$ cat src/rtl/icap_pkg.sv
package icap_pkg;
  typedef enum logic [2:0] {
    MODE_OFF     = 3'b000,
    MODE_BOTH    = 3'b001,
    MODE_FALL    = 3'b010,
    MODE_RISE    = 3'b011,
    MODE_DIV4    = 3'b100,
    MODE_DIV16   = 3'b101,
    MODE_RSVD    = 3'b110,
    MODE_IRQONLY = 3'b111
  } mode_e;

  typedef struct packed {
    logic capWr;
    logic irqSet;
    logic wakeSet;
  } strobe_t;
endpackage

$ cat src/rtl/icap_ctrl.sv
module icap_ctrl
  import icap_pkg::*;
#(
  parameter int PRE_FAST = 4,
  parameter int PRE_SLOW = 16,
  parameter int SYNC_LEN = 2
) (
  input  logic       clk,
  input  logic       rstN,
  input  logic       pinIn,
  input  logic [2:0] modeSel,
  input  logic [1:0] evtSel,
  input  logic       stopInIdle,
  input  logic       sleepIn,
  input  logic       idleIn,
  input  logic       timerOn,
  input  logic       irqEn,
  output strobe_t    strb
);
  localparam int PW = $clog2(PRE_SLOW);

  logic [SYNC_LEN-1:0] syncQ;
  logic                pinPrev;
  logic                pinS, riseEv, fallEv;
  logic [2:0]          modePrev;
  logic                modeChg;
  mode_e               mode;
  logic                frozen, capMode, usePre, edgeHit, preDone, capNow, irqOnlyHit;
  logic [PW-1:0]       preCnt, preLimit;
  logic [1:0]          evtCnt;

  // synchronizer chain plus one history flop for edge detection
  always_ff @(posedge clk or negedge rstN) begin
    if (!rstN) begin
      syncQ   <= '0;
      pinPrev <= 1'b0;
    end else begin
      syncQ   <= {syncQ[SYNC_LEN-2:0], pinIn};
      pinPrev <= syncQ[SYNC_LEN-1];
    end
  end

  assign pinS   = syncQ[SYNC_LEN-1];
  assign riseEv = pinS & ~pinPrev;
  assign fallEv = ~pinS & pinPrev;

  always_ff @(posedge clk or negedge rstN) begin
    if (!rstN) modePrev <= 3'b000;
    else       modePrev <= modeSel;
  end

  assign modeChg = (modeSel != modePrev);
  assign mode    = mode_e'(modeSel);
  assign frozen  = sleepIn | (idleIn & (stopInIdle | ~timerOn));
  assign capMode = (mode == MODE_BOTH) || (mode == MODE_FALL) || (mode == MODE_RISE) ||
                   (mode == MODE_DIV4) || (mode == MODE_DIV16);
  assign usePre  = (mode == MODE_DIV4) || (mode == MODE_DIV16);

  always_comb begin
    unique case (mode)
      MODE_BOTH:                         edgeHit = riseEv | fallEv;
      MODE_FALL:                         edgeHit = fallEv;
      MODE_RISE, MODE_DIV4, MODE_DIV16:  edgeHit = riseEv;
      default:                           edgeHit = 1'b0;
    endcase
  end

  assign preLimit   = (mode == MODE_DIV16) ? PW'(PRE_SLOW - 1) : PW'(PRE_FAST - 1);
  assign preDone    = ~usePre | (preCnt == preLimit);
  assign capNow     = capMode & ~frozen & edgeHit & preDone;
  assign irqOnlyHit = (mode == MODE_IRQONLY) & riseEv;

  always_ff @(posedge clk or negedge rstN) begin
    if (!rstN) begin
      preCnt <= '0;
    end else if (modeChg || !capMode) begin
      preCnt <= '0;
    end else if (!frozen && edgeHit && usePre) begin
      preCnt <= preDone ? '0 : preCnt + 1'b1;
    end
  end

  always_ff @(posedge clk or negedge rstN) begin
    if (!rstN) begin
      evtCnt <= '0;
    end else if (modeChg || !capMode) begin
      evtCnt <= '0;
    end else if (capNow) begin
      evtCnt <= (evtCnt == evtSel) ? '0 : evtCnt + 1'b1;
    end
  end

  always_comb begin
    strb.capWr   = capNow;
    strb.irqSet  = (capNow & (evtCnt == evtSel)) | irqOnlyHit;
    strb.wakeSet = irqOnlyHit & irqEn & (sleepIn | idleIn);
  end
endmodule

$ cat src/rtl/icap_datapath.sv
module icap_datapath
  import icap_pkg::*;
#(
  parameter int TW    = 16,
  parameter int DEPTH = 4
) (
  input  logic          clk,
  input  logic          rstN,
  input  strobe_t       strb,
  input  logic [TW-1:0] timerVal,
  input  logic          popReq,
  input  logic          ovfClr,
  input  logic          irqFlagClr,
  output logic [TW-1:0] capData,
  output logic          bufNotEmpty,
  output logic          ovfFlag,
  output logic          irqFlag,
  output logic          wakeOut
);
  localparam int AW = (DEPTH > 1) ? $clog2(DEPTH) : 1;
  localparam int CW = $clog2(DEPTH + 1);

  logic [TW-1:0] mem [DEPTH];
  logic [AW-1:0] wrPtr, rdPtr;
  logic [CW-1:0] fill;
  logic          full, doPop, doPush;

  assign full   = (fill == CW'(DEPTH));
  assign doPop  = popReq && (fill != '0);
  assign doPush = strb.capWr && (!full || doPop);

  function automatic logic [AW-1:0] nextPtr(input logic [AW-1:0] p);
    return (p == AW'(DEPTH - 1)) ? '0 : p + 1'b1;
  endfunction

  always_ff @(posedge clk) begin
    if (doPush) mem[wrPtr] <= timerVal;
  end

  always_ff @(posedge clk or negedge rstN) begin
    if (!rstN) begin
      wrPtr <= '0;
      rdPtr <= '0;
      fill  <= '0;
    end else begin
      if (doPush) wrPtr <= nextPtr(wrPtr);
      if (doPop)  rdPtr <= nextPtr(rdPtr);
      unique case ({doPush, doPop})
        2'b10:   fill <= fill + 1'b1;
        2'b01:   fill <= fill - 1'b1;
        default: fill <= fill;
      endcase
    end
  end

  always_ff @(posedge clk or negedge rstN) begin
    if (!rstN) begin
      ovfFlag <= 1'b0;
      irqFlag <= 1'b0;
      wakeOut <= 1'b0;
    end else begin
      if (strb.capWr && full && !doPop) ovfFlag <= 1'b1;
      else if (ovfClr)                  ovfFlag <= 1'b0;
      if (strb.irqSet)     irqFlag <= 1'b1;
      else if (irqFlagClr) irqFlag <= 1'b0;
      if (strb.wakeSet)    wakeOut <= 1'b1;
      else if (irqFlagClr) wakeOut <= 1'b0;
    end
  end

  assign capData     = mem[rdPtr];
  assign bufNotEmpty = (fill != '0);
endmodule

$ cat src/rtl/icap_channel.sv
module icap_channel
  import icap_pkg::*;
#(
  parameter int TW    = 16,
  parameter int DEPTH = 4
) (
  input  logic          clk,
  input  logic          rstN,
  input  logic          pinIn,
  input  logic [TW-1:0] timerVal,
  input  logic          timerOn,
  input  logic [2:0]    modeSel,
  input  logic [1:0]    evtSel,
  input  logic          stopInIdle,
  input  logic          sleepIn,
  input  logic          idleIn,
  input  logic          irqEn,
  input  logic          irqFlagClr,
  input  logic          popReq,
  input  logic          ovfClr,
  output logic [TW-1:0] capData,
  output logic          bufNotEmpty,
  output logic          ovfFlag,
  output logic          irqFlag,
  output logic          irqOut,
  output logic          wakeOut
);
  strobe_t strb;

  icap_ctrl #(.PRE_FAST(4), .PRE_SLOW(16), .SYNC_LEN(2)) u_ctrl (
    .clk(clk), .rstN(rstN), .pinIn(pinIn), .modeSel(modeSel), .evtSel(evtSel),
    .stopInIdle(stopInIdle), .sleepIn(sleepIn), .idleIn(idleIn), .timerOn(timerOn),
    .irqEn(irqEn), .strb(strb)
  );

  icap_datapath #(.TW(TW), .DEPTH(DEPTH)) u_dp (
    .clk(clk), .rstN(rstN), .strb(strb), .timerVal(timerVal), .popReq(popReq),
    .ovfClr(ovfClr), .irqFlagClr(irqFlagClr), .capData(capData),
    .bufNotEmpty(bufNotEmpty), .ovfFlag(ovfFlag), .irqFlag(irqFlag), .wakeOut(wakeOut)
  );

  assign irqOut = irqFlag & irqEn;
endmodule

$ cat config.mk
export PLATFORM = sky130hd
export DESIGN_NAME = icap_channel
export DESIGN_NICKNAME = d
export VERILOG_FILES = /design/src/rtl/icap_pkg.sv /design/src/rtl/icap_ctrl.sv /design/src/rtl/icap_datapath.sv /design/src/rtl/icap_channel.sv
export SDC_FILE = /design/constraint.sdc
export NUM_CORES = 1
export LEC_CHECK = 0
export BUFFER_PORTS_ARGS = -buffer_cell sky130_fd_sc_hd__buf_4
export CORE_ASPECT_RATIO = 0.7
export CORE_UTILIZATION = 44
export CTS_CLUSTER_SIZE = 10
export DETAILED_ROUTE_END_ITERATION = 8
export GPL_ROUTABILITY_DRIVEN = 0
export PLACE_DENSITY_LB_ADDON = 0.05
export SLEW_MARGIN = 20
export SYNTH_ARGS = -nofsm -noshare
export SYNTH_HDL_FRONTEND = slang
export SYNTH_HIERARCHICAL = 1
export SYNTH_SLANG_ARGS = --single-unit
$ cat constraint.sdc
create_clock -name clk -period 5.5 [get_ports clk]
set_input_delay 1.1 -clock clk [delete_from_list [all_inputs] [get_ports clk]]
set_output_delay 1.1 -clock clk [all_outputs]
set_load 0.005 [all_outputs]
==> Word-level counts from Yosys, hierarchy flattened <==
Memories as Yosys holds them, arrays and structs flattened.
Index checks and enable logic that the tools add are counted.
{ "classes": {"add_sub_neg": 6, "n_eq_ne": 14, "mux": 18, "bitwise": 22, "reduce_logical": 25} }
{ "op_table": {"columns": ["op", "n"], "rows": [
  ["two-way mux 4 bit", 4],
  ["== test 3 bit (second input constant)", 4],
  ["nonzero test 2 bit", 6],
  ["AND 1 bit", 11],
  ["two-way mux 2 bit", 5],
  ["logical OR 1 bit", 7],
  ["two-way mux 1 bit", 7],
  ["adder 2 x 1 -> 2 bit (second input constant)", 3],
  ["== test 2 bit (second input constant)", 3],
  ["== test 3 x 2 -> 1 bit (second input constant)", 2],
  ["logical AND 1 bit", 6],
  ["OR 1 bit", 6],
  ["one-hot mux 3 bit (2 select lines)", 1],
  ["inverter 1 bit", 5],
  ["adder 4 x 1 -> 4 bit (second input constant)", 1],
  ["== test 4 bit", 1],
  ["zero test 1 bit", 4],
  ["adder 3 x 1 -> 3 bit (second input constant)", 1],
  ["== test 3 x 1 -> 1 bit (second input constant)", 1],
  ["!= test 3 bit", 1],
  ["one-hot mux 1 bit (3 select lines)", 1],
  ["nonzero test 3 bit", 1],
  ["OR reduction 3 bit", 1],
  ["subtractor 3 x 1 -> 3 bit (second input constant)", 1],
  ["2 further kinds", 2]
]} }
{ "word_totals": {"reg_bits": 22, "ram_bits": 64, "inputBits": 32, "output_inout_bits": 21, "wordCells": 97, "memories": 1} }
{ "mem_list": {"columns": ["memory", "depth", "word_bits", "rd", "rd_ports_with_merged_regs", "write_ports", "line", "rtl"], "rows": [
  ["u_dp.mem", 4, 16, 1, 0, 1, "icap_datapath.sv:23", "logic [TW-1:0] mem [DEPTH];"]
]} }

==> Longest topological paths before layout <==
Gate-level depths: netlist of run 1.
{ "depth": {"depth_word": 11, "ltp_mapped": 13} }

==> By module <==
The synthesis of run 1 kept the hierarchy.
{ "modules_own_cells": {"columns": ["mod", "instances", "cells_per_inst", "area_each_um2", "seq_area_each_um2"], "rows": [
  ["icap_datapath", 1, 141, 2932.8, 2172.1],
  ["icap_ctrl", 1, 73, 750.7, 300.3],
  ["icap_channel", 1, 1, 6.3, 0.0]
]} }

==> Least setup slack after synthesis of run 1 <==
Ideal clock, no wire load.
{ "synth_timing": {"path_type": "input-to-reg", "start": "in timerOn", "end": "mem u_dp.mem[3][0] (enable)", "arrival_time_ps": 2904, "t_required_ps": 5126, "path_slack_ps": 2223, "stages": 8, "n_path_buf": 2, "path_cell_list": "or2b_1 -> a221oi_2 -> o211ai_4 -> nor2_1 -> buf_4 -> buf_2 -> nor2b_2 -> and2_1"} }
{ "synth_via": {"elab_chain_len": 11} }
{ "synth_rtl": {"columns": ["item", "line", "rtl"], "rows": [
  ["start, declared", "icap_channel.sv:11", "input logic timerOn,"],
  ["inverter 1 bit", "icap_ctrl.sv:54", "assign frozen = sleepIn | (idleIn & (stopInIdle | ~timerOn));"],
  ["OR 1 bit", "icap_ctrl.sv:54", null],
  ["AND 1 bit", "icap_ctrl.sv:54", null],
  ["OR 1 bit", "icap_ctrl.sv:54", null],
  ["inverter 1 bit", "icap_ctrl.sv:70", "assign capNow = capMode & ~frozen & edgeHit & preDone;"],
  ["AND 1 bit (3 in series)", "icap_ctrl.sv:70", null],
  ["named net u_ctrl.capNow", "icap_ctrl.sv:28", "logic frozen, capMode, usePre, edgeHit, preDone, capNow, irqOnlyHit;"],
  ["logical AND 1 bit", "icap_datapath.sv:30", "assign doPush = strb.capWr && (!full || doPop);"],
  ["two-way mux 1 bit", "icap_datapath.sv:37", "if (doPush) mem[wrPtr] <= timerVal;"],
  ["two-way mux 1 bit (implied by the code)", "icap_datapath.sv:37", null],
  ["end, declared", "icap_datapath.sv:23", null]
]} }
The timed path passes the listed nets, and every way through them passes these cells.

==> flow_metrics.tcl, run 1 <==
set metrics [dict create \
    run_status "complete, but fails checks" \
    violations "DRC" \
    synth_nets 256 \
    maxSlewHeadroom_pct 38.8 \
    drc_errors 3 \
    synth_area_leaders "edfxtp_1 (52%), dfrtp_1 (15%), mux4_2 (9.8%)" \
    fin_crit_ns 3.69 \
    grt_max_degree 23 \
    ff_latch_area_um2 2470 \
    core_um2 8010 \
    hpwlAfterDp_mm 4.18 \
    synth_seq_area_share_pct 67.0 \
    worstMarginPinSlew_ns 0.917 \
    dr.pass1.iters 8 \
    yosysWarnings 6 \
    pwr-share-clk_pct 35.3 \
    io_pins 53 \
    synth_edf_count 64 \
    ir_drop_mv 0.190 \
    n_antenna_cell 0 \
    cts_tree "built" \
    multi_input_area_um2 1130 \
    p_switching_mw 0.467 \
    cts_root_buf "clkbuf_16" \
    fmax_mhz 271 \
    worstPathRequired_ns 5.45 \
    syn_area_um2 3690 \
    power_switching_share_pct 24.5 \
    tns_ns 0 \
    post_cts_buffers 0 \
    crit_type "in -> reg" \
    min_path_type "reg -> reg" \
    total_power_mw 1.90 \
    hold_end "u_ctrl/syncQ[1]" \
    cts_hold_buffers 0 \
    hold_depth 0 \
    rows 27 \
    clock_path_buffers 2 \
    place_area_um2 4170 \
    dieArea_um2 8760 \
    die_h_um 78.6 \
    power.internal_mw 1.44 \
    wire_per_inst_um 16.9 \
    regToRegEndpoint "u_dp/mem[0][6]" \
    hold_violations 0 \
    drive_gt1_share_pct 35.7 \
    areaGrowthSynthToFinish_pct 22.2 \
    combPwrFrac_pct 22.9 \
    p_leak_nw 1.73 \
    power.density_nw_per_um2 422 \
    seq_power_share_pct 41.8 \
    syn_inst 215 \
    vias_per_cell 5.31 \
    dp_cells 362 \
    die_w_um 111 \
    rsz0062_at_grt "no" \
    track_usage_pct 16.3 \
    numCtsBuffers 9 \
    synth_area_per_cell_um2 17.2 \
    finalCritPeriodShare_pct 67.1 \
    hp-start "u_ctrl/syncQ[0]" \
    synth_flop_cell "edfxtp_1" \
    r2r.worst_path.cells 8 \
    r2r_start "u_ctrl/syncQ[1]" \
    yosys.area.top_type "edfxtp_1" \
    ant_nets 0 \
    overflow 0 \
    antenna_found_initial 0 \
    start_util_pct 46.1 \
    finalMaxSlewViolations 0 \
    design_area_um2 4510 \
    setup_viol 0 \
    holdWs_ns 0.352 \
    ys_types 50 \
    rrSetupSlack_ns 2.17 \
    final_common_cell "edfxtp_1" \
    drt_iter0_drc 129 \
    grt_pass1_vias 1935 \
    vias 2008 \
    htree_levels 3 \
    ys_seq_elements 86 \
    nFillCells 616 \
    mostFrequentLayoutCells "edfxtp_1 (64), buf_4 (53), dfrtp_1 (22), mux4_2 (16), inv_1 (12)" \
    synth_top_cell_area_share_pct 52.1 \
    cts_resized 0 \
    drv_cap 0 \
    cp_max_fo 16 \
    skew_ns 0.00380 \
    crit_path_end_kind "flip-flop" \
    final_nets 313 \
    arrival_ns 3.64 \
    clk_pin_slew_worst_paths_ns 0.06 \
    layout.cells.non_filler 378 \
    drt_wl_total_mm 6.37 \
    worstSkewPairLatency_ns 0.33 \
    cts_sinks 86 \
    setup.worst_path.start_class "primary input" \
    grt_pass1_wl_mm 10.6 \
    synth-async-reset-ratio_pct 25.6 \
    port_buffers 52 \
]
stage by stage:
step | worst slack [ns] | utilization, %
2_1_floorplan | 2.22 | -
3_3_place_gp | 1.57 | 52.1
3_5_place_dp | 1.45 | 52.1
4_1_cts | 1.79 | 56.3
5_1_grt | 1.58 | 56.3
6_report | 1.81 | 56.3
Yosys cell counts (2+ instances only):
cell type / count
edfxtp_1: 64
dfrtp_1: 22
mux4_2: 16
inv_1: 12
ha_1: 8
nor2_1: 7
o21ai_0: 6
xor2_1: 6
and2_1: 5
nand2_1: 5
nand3_1: 4
a21o_1: 3
a21oi_1: 3
buf_2: 3
buf_4: 3
mux2_2: 3
nor2b_1: 3
nor3_1: 3
or4_1: 3
a32oi_1: 2
nor4b_4: 2
o2111ai_1: 2
or2b_1: 2
or3_2: 2
power by group through the flow:
stage          logic (mW)  clock network (mW)  registers [mW]
2_1_floorplan       0.300                   0           0.777
3_3_place_gp        0.444                   0           0.811
3_5_place_dp        0.444                   0           0.809
4_1_cts             0.446               0.686           0.797
5_1_grt             0.486               0.715           0.803
6_report            0.436               0.672           0.797
worst max path at each step:
stage	startpoint	to	cells past startpoint
final	stopInIdle	u_dp/mem[0][6]	7
after detailed placement	stopInIdle	u_dp/mem[0][6]	7
after global routing	stopInIdle	u_dp/mem[0][6]	7
after floorplan	timerOn	u_dp/mem[3][0]	8
after CTS	stopInIdle	u_dp/mem[0][6]	7
after global placement	stopInIdle	u_dp/mem[2][7]	7
layout make-up:
cell class	instances	area share, %
Timing Repair Buffer	53	8.82
Clock buffer	9	4.99
Tap cell	101	2.80
Inverter	12	0.999
Multi-Input combinational cell	110	25.1
Clock inverter	7	2.50
Sequential cell	86	54.8
sequential cells by signal, summed over array words and instances (netlist names):
register	count
u_ctrl/pinPrev	1
u_ctrl/preCnt	4
u_dp/wrPtr	2
u_ctrl/modePrev	3
u_dp/fill	3
u_ctrl/syncQ	2
u_ctrl/evtCnt	2
u_dp/rdPtr	2
u_dp/wakeOut	1
u_dp/mem	64
u_dp/irqFlag	1
u_dp/ovfFlag	1
worst max-delay path, cell delays in order:
cell and delay (ns):
buf_4 0.10, or2b_1 0.22, a221oi_2 0.41, o211ai_4 0.19, nor2_1 0.48, nor2b_2 0.35
and2_1 0.77
layer usage:
layer / up-vias / routed length, µm / track usage (%)
li1: 955 / - / -
met1: 1009 / 3310 / 24.9
met2: 34 / 2780 / 22.4
met3: 10 / 201 / 4.02
met4: 0 / 82 / 6.08
met5: - / 0 / 0
cells by family after synthesis:
| kind of cell | count (synthesis) | synth area share (%) |
|---|---|---|
| flip-flops | 86 | 67.0 |
| AND/OR/NAND/NOR | 45 | 8.11 |
| AO/OA/AOI/OAI | 30 | 6.85 |
| multiplexers | 20 | 11.0 |
| buffers and inverters | 19 | 2.37 |
| adder cells (fa/ha/maj) | 9 | 3.26 |
| XOR/XNOR | 6 | 1.42 |
(Power assumes the default switching activity.)
==> inputs of run 2 (changes only) <==
==> constraint.sdc (replaced) <==
create_clock -name clk -period 3.2 [get_ports clk]
set_input_delay 0.64 -clock clk [delete_from_list [all_inputs] [get_ports clk]]
set_output_delay 0.64 -clock clk [all_outputs]
set_load 0.005 [all_outputs]
==> run 2 against run 1 <==
Against the previous run:
- the run still ends with DRC left
- total power up 62%
- sequential share of layout area down 0.23 points
- critical endpoint is now u_dp/fill[2]
- combinational power up 72%
- clock power up 44%
- highest routed layer unchanged
- first-iteration DRC count down 44%
- cell count up 1.3%
- register-to-register slack worse by 1.6 ns
- core utilization up 0.23 points
- flip-flop and latch count unchanged
- hold slack worse by 0.16 ns
- largest cell class unchanged
==> flow_metrics.tcl, run 2 (synthesis gave the netlist of run 1 again) <==
set metrics [dict create \
    dieArea_um2 8760 \
    final_common_cell "edfxtp_1" \
    hold_violations 0 \
    dr.pass1.iters 6 \
    rows 27 \
    htree_levels 3 \
    fin_crit_ns 2.65 \
    overflow 0 \
    cts_root_buf "clkbuf_16" \
    violations "DRC" \
    combPwrFrac_pct 24.4 \
    ir_drop_mv 0.364 \
    nFillCells 617 \
    maxSlewHeadroom_pct 47.3 \
    power_switching_share_pct 25.0 \
    tns_ns 0 \
    numCtsBuffers 9 \
    reg.largest.list "u_dp/mem (64), u_ctrl/preCnt (4)" \
    worstMarginPinSlew_ns 0.790 \
    setup_viol 0 \
    cts_tree "built" \
    drv_cap 0 \
    cp_max_fo 9 \
    core_um2 8010 \
    grt_pass1_vias 1915 \
    antenna_found_initial 0 \
    p_leak_nw 1.74 \
    areaGrowthSynthToFinish_pct 22.7 \
    hpwlAfterDp_mm 4.27 \
    post_cts_buffers 0 \
    seq_power_share_pct 44.3 \
    io_pins 53 \
    drive_gt1_share_pct 35.8 \
    clock_path_buffers 2 \
    rsz0062_at_grt "no" \
    n_antenna_cell 0 \
    cts_sinks 86 \
    die_w_um 111 \
    grt_max_degree 23 \
    drt_iter0_drc 72 \
    drt_wl_total_mm 6.24 \
    cts_resized 0 \
    worstSkewPairLatency_ns 0.33 \
    vias 1990 \
    start_util_pct 46.1 \
    run_status "complete, but fails checks" \
    largest_register "u_dp/mem" \
    crit_path_end_kind "flip-flop" \
    clk_pin_slew_worst_paths_ns 0.06 \
    wire_per_inst_um 16.3 \
    final_nets 319 \
    largest_reg_flops 64 \
    pwr-share-clk_pct 31.4 \
    setup.worst_path.start_class "flip-flop" \
    cp-startpoint "u_ctrl/syncQ[1]" \
    min_path_type "in -> async" \
    crit_type "reg -> reg" \
    port_buffers 52 \
    fmax_mhz 377 \
    finalCritPeriodShare_pct 82.8 \
    r2r_start "u_ctrl/syncQ[1]" \
    p_switching_mw 0.773 \
    finalMaxSlewViolations 0 \
    die_h_um 78.6 \
    grt_pass1_wl_mm 10.0 \
    ant_nets 0 \
    holdWs_ns 0.196 \
    mostFrequentLayoutCells "edfxtp_1 (64), buf_4 (56), dfrtp_1 (22), mux4_2 (16), inv_1 (12)" \
    power.density_nw_per_um2 682 \
    drc_errors 6 \
    skew_ns 0.00570 \
    vias_per_cell 5.20 \
    cts_hold_buffers 0 \
    worstPathRequired_ns 3.46 \
    power.internal_mw 2.31 \
    arrival_ns 2.91 \
    track_usage_pct 15.6 \
]
[run 2: power by group through the flow]
stage          combinational [mW]  clock, mW  sequential, mW
2_1_floorplan               0.515          0            1.34
3_3_place_gp                0.769          0            1.39
3_5_place_dp                0.767          0            1.39
4_1_cts                     0.770       1.01            1.37
5_1_grt                     0.830       1.05            1.38
6_report                    0.752      0.969            1.37
[run 2: path summary, 6_finish.rpt]
kind	slack [ns]	depth (start not counted)	end
worst min-delay path	0.20	1	u_dp/fill[0]
worst max-delay path	0.55	11	u_dp/fill[2]
min in group clk	0.35	0	u_ctrl/syncQ[1]
max in group asynchronous	2.76	1	u_dp/irqFlag
worst min register to register	0.35	0	u_ctrl/syncQ[1]
worst max register to register	0.55	11	u_dp/fill[2]
[run 2: cell type report]
| class | instances | area (µm²) | share of cell area (%) |
|---|---|---|---|
| Clock buffer | 13 | 240 | 5.31 |
| Sequential cell | 86 | 2470 | 54.6 |
| Inverter | 12 | 45.0 | 0.995 |
| Timing Repair Buffer | 59 | 480 | 10.6 |
| Tap cell | 101 | 126 | 2.79 |
| Multi-Input combinational cell | 110 | 1130 | 25.0 |
| Clock inverter | 2 | 33.8 | 0.746 |
[run 2: metal layers]
layer / vias to the layer above / GRT usage, % / part of all wire (%)
met5: - / 0 / 0
met4: 0 / 4.86 / 0.67
met3: 7 / 5.56 / 4.2
met2: 48 / 21.4 / 43
met1: 965 / 23.0 / 52
li1: 970 / - / -
[run 2: stage by stage]
stage | worst slack (ns) | instances | utilization (%) | instance area (µm²) | total power [mW]
6_report | 0.549 | 383 | 56.6 | 4530 | 3.09
5_1_grt | 0.390 | 383 | 56.6 | 4530 | 3.25
4_1_cts | 0.551 | 383 | 56.6 | 4530 | 3.14
3_5_place_dp | 0.280 | 368 | 53.1 | 4250 | 2.16
3_3_place_gp | 0.338 | 368 | 53.1 | 4250 | 2.16
2_1_floorplan | 0.383 | 215 | - | 3690 | 1.85
[run 2: worst max-delay path, cell delays in order, from the launching register on]
cell	delay, ns
dfrtp_1	0.36
inv_1	0.05
ha_1	0.18
and4bb_2	0.21
a21o_1	0.20
o211ai_4	0.27
nor2_1	0.11
or2b_1	0.26
fa_1	0.38
nand2b_1	0.16
o32ai_2	0.23
xor2_1	0.16
==> inputs of run 3 (changes only) <==
--- a/config.mk
+++ b/config.mk
@@ -5,6 +5,7 @@
 export SDC_FILE = /design/constraint.sdc
 export NUM_CORES = 1
 export LEC_CHECK = 0
+export ABC_AREA = 1
 export BUFFER_PORTS_ARGS = -buffer_cell sky130_fd_sc_hd__buf_4
 export CORE_ASPECT_RATIO = 0.7
 export CORE_UTILIZATION = 44
==> constraint.sdc (replaced) <==
create_clock -name clk -period 2.2 [get_ports clk]
set_input_delay 0.44 -clock clk [delete_from_list [all_inputs] [get_ports clk]]
set_output_delay 0.44 -clock clk [all_outputs]
set_load 0.005 [all_outputs]
==> run 3 against run 2 <==
Against the previous run:
- the run now ends clean
- synthesized cell count grew 56%
- core utilization rose by 2.0 points
- maximum frequency grew 26%
- via count up 30%
- global-route usage increased by 3.2 points
- worst setup slack got worse by 0.45 ns
- hold slack better by 0.015 ns
- clock power is 51% higher
- critical path type unchanged
==> flow_metrics.tcl, run 3 <==
set metrics [dict create \
    run_status "finished clean" \
    post_cts_buffers 0 \
    hold_depth 1 \
    nFillCells 671 \
    drt_iter0_drc 128 \
    largest_reg_flops 64 \
    die_h_um 79.8 \
    ys_types 29 \
    final_nets 448 \
    grt_pass1_wl_mm 12.7 \
    r2r.worst_path.cells 13 \
    drv_cap 0 \
    synth_most_common_cell "edfxtp_1" \
    ys_top_cells_by_count "edfxtp_1 (64), nor2_1 (45), o21ai_0 (36), nand2_1 (35), inv_1 (33)" \
    min_path_type "in -> reg" \
    power.density_nw_per_um2 1030 \
    wire_per_inst_um 14.6 \
    antenna_found_initial 0 \
    arrival_ns 2.32 \
    synth_flop_cell "edfxtp_1" \
    finalMaxSlewViolations 0 \
    crit_path_end_kind "flip-flop" \
    ys_seq_elements 86 \
    path_depth 13 \
    synth_area_per_cell_um2 11.3 \
    synth-async-reset-ratio_pct 25.6 \
    track_usage_pct 18.8 \
    core_um2 8110 \
    synth_top_cell_area_share_pct 50.5 \
    synth_seq_area_share_pct 65.0 \
    ir_drop_mv 0.591 \
    ant_nets 0 \
    start_util_pct 46.9 \
    synth_edf_count 64 \
    setup_viol 0 \
    maxSlewHeadroom_pct 76.7 \
    grt_max_degree 23 \
    drive_gt1_share_pct 27.2 \
    crit_slowest_cell "fa_2" \
    drt_wl_total_mm 7.51 \
    holdWs_ns 0.212 \
    worstMarginPinSlew_ns 0.349 \
    fmax_mhz 477 \
    rows 27 \
    yosysWarnings 6 \
    dr.pass1.iters 4 \
    syn_area_um2 3810 \
    clk_pin_slew_worst_paths_ns 0.06 \
    hold_end "u_ctrl/syncQ[0]" \
    drc_errors 0 \
    yosys.area.top_type "edfxtp_1" \
    skew_ns 0.00499 \
    max_stage_delay_ns 0.52 \
    mostFrequentLayoutCells "buf_4 (64), edfxtp_1 (64), nor2_1 (44), o21ai_0 (36), nand2_1 (35)" \
    critical-path-top-delay-family "adder cells" \
    cp_max_fo 3 \
    path_cells "ha_1 -> nand2_1 -> nand2_1 -> nand2_1 -> nand3_2 -> nand3_2 -> inv_1 -> inv_1 -> nand3_2 -> fa_2 -> inv_1 -> nand2_1 -> o21ai_1" \
    multi_input_area_um2 1160 \
    grt_pass1_vias 2512 \
    n_antenna_cell 0 \
    crit_type "reg -> reg" \
    largest_register "u_dp/mem" \
    setup.worst_path.start_class "flip-flop" \
    io_pins 53 \
    vias_per_cell 5.03 \
    synth_area_leaders "edfxtp_1 (50%), dfrtp_1 (14%), o21ai_0 (4.7%)" \
    die_w_um 113 \
    p_leak_nw 1.98 \
    regToRegEndpoint "u_dp/fill[1]" \
    fin_crit_ns 2.10 \
    dp_cells 496 \
    finalCritPeriodShare_pct 95.3 \
    cpMostUsedCell "nand2_1" \
    port_buffers 52 \
    areaGrowthSynthToFinish_pct 24.8 \
    syn_inst 336 \
    numCtsBuffers 9 \
    reg.largest.list "u_dp/mem (64), u_ctrl/preCnt (4)" \
    worstSkewPairLatency_ns 0.33 \
    layout.cells.non_filler 513 \
    clock_path_buffers 2 \
    vias 2581 \
    cp.buffers_inverters 3 \
    hp-start "pinIn" \
    rsz0062_at_grt "yes" \
    rrSetupSlack_ns 0.10 \
    worstPathRequired_ns 2.42 \
    ff_latch_area_um2 2470 \
    overflow 0 \
    cts_root_buf "clkbuf_16" \
    r2r_start "u_ctrl/syncQ[1]" \
    htree_levels 3 \
    cts_tree "built" \
    hold_violations 0 \
    cts_sinks 86 \
    synth_nets 377 \
    hpwlAfterDp_mm 5.04 \
    dieArea_um2 9030 \
]
==> run 3: cell types whose count changed in the layout (fill, tap and decap cells not counted), moves of 5 or more <==
cell	delta
nand4_1	+6
inv_1	+21
o21ai_0	+30
nand3_2	+7
nand2_1	+30
o22ai_1	+16
and2_1	-5
mux4_2	-16
buf_4	+8
nand2_2	+10
nor2_1	+37
nand3_1	+11
==> run 3: worst max-delay path by stage <==
| stage | start | endpoint |
|---|---|---|
| floorplan | u_ctrl/syncQ[1] | u_dp/mem[0][0] |
| global placement | modeSel[0] | u_dp/fill[2] |
| detailed placement | modeSel[2] | u_dp/fill[2] |
| CTS | u_ctrl/syncQ[1] | u_dp/fill[2] |
| global route | u_ctrl/syncQ[1] | u_dp/mem[3][5] |
| finish | u_ctrl/syncQ[1] | u_dp/fill[1] |
==> run 3: power by group <==
group | switching, mW | internal, mW | leakage (nW)
sequential | 0.0765 | 1.84 | 0.856
clock | 0.580 | 0.883 | 0.134
combinational | 0.857 | 0.676 | 0.987
total | 1.51 | 3.40 | 1.98
==> run 3: through the flow <==
stage	instance area (µm²)	power (mW)	TNS, ns	setup WS [ns]	util, %
6_report	4750	4.92	0	0.104	58.6
5_1_grt	4750	5.26	-1.92	-0.0546	58.6
4_1_cts	4740	4.98	0	0.0442	58.4
3_3_place_gp	4440	3.47	0	0.130	54.8
2_1_floorplan	3810	2.80	-11.87	-0.185	-
3_5_place_dp	4440	3.49	0	0.0652	54.8
==> run 3: cell type report <==
class | count | share of cell area, %
timing repair buffer | 69 | 11.8
clock buffer | 13 | 5.06
clock inverter | 3 | 0.974
sequential | 86 | 52.0
multi-input combinational | 204 | 24.5
inverter | 37 | 2.92
tap | 101 | 2.66
==> run 3: worst register-to-register path, stage by stage (launching register included) <==
cell and delay (ns):
dfrtp_1 0.40, ha_1 0.24, nand2_1 0.09, nand2_1 0.06
nand2_1 0.06, nand3_2 0.09, nand3_2 0.10, inv_1 0.07
inv_1 0.10, nand3_2 0.10, fa_2 0.52, inv_1 0.04
nand2_1 0.05, o21ai_1 0.06
==> run 3: per-layer routing <==
metal  wire [µm]  global-route usage (%)
met4          97                    6.71
met5           0                       0
met3         340                    4.78
met2        3220                    27.5
met1        3860                    27.1
==> run 3: kinds of logic (layout without fill, tap and decap cells) <==
logic type | count (synthesis) | in the layout | synth area share (%)
and+or+nand+nor | 126 | 126 | 16.2
DFF | 86 | 86 | 65.0
AOI/OAI and AO/OA | 63 | 63 | 9.63
buffers and inverters | 46 | 122 | 4.70
adders and majority gates | 9 | 9 | 3.16
xor gates and xnor gates | 6 | 6 | 1.38
==> run 3: timing repair <==
| item | in CTS | in global routing |
|---|---|---|
| endpoints found under the hold margin | 19 | 0 |
| resized for setup | 0 | 4 |
| endpoints found under the setup margin | 0 | 61 |
| hold buffers | 1 | 0 |
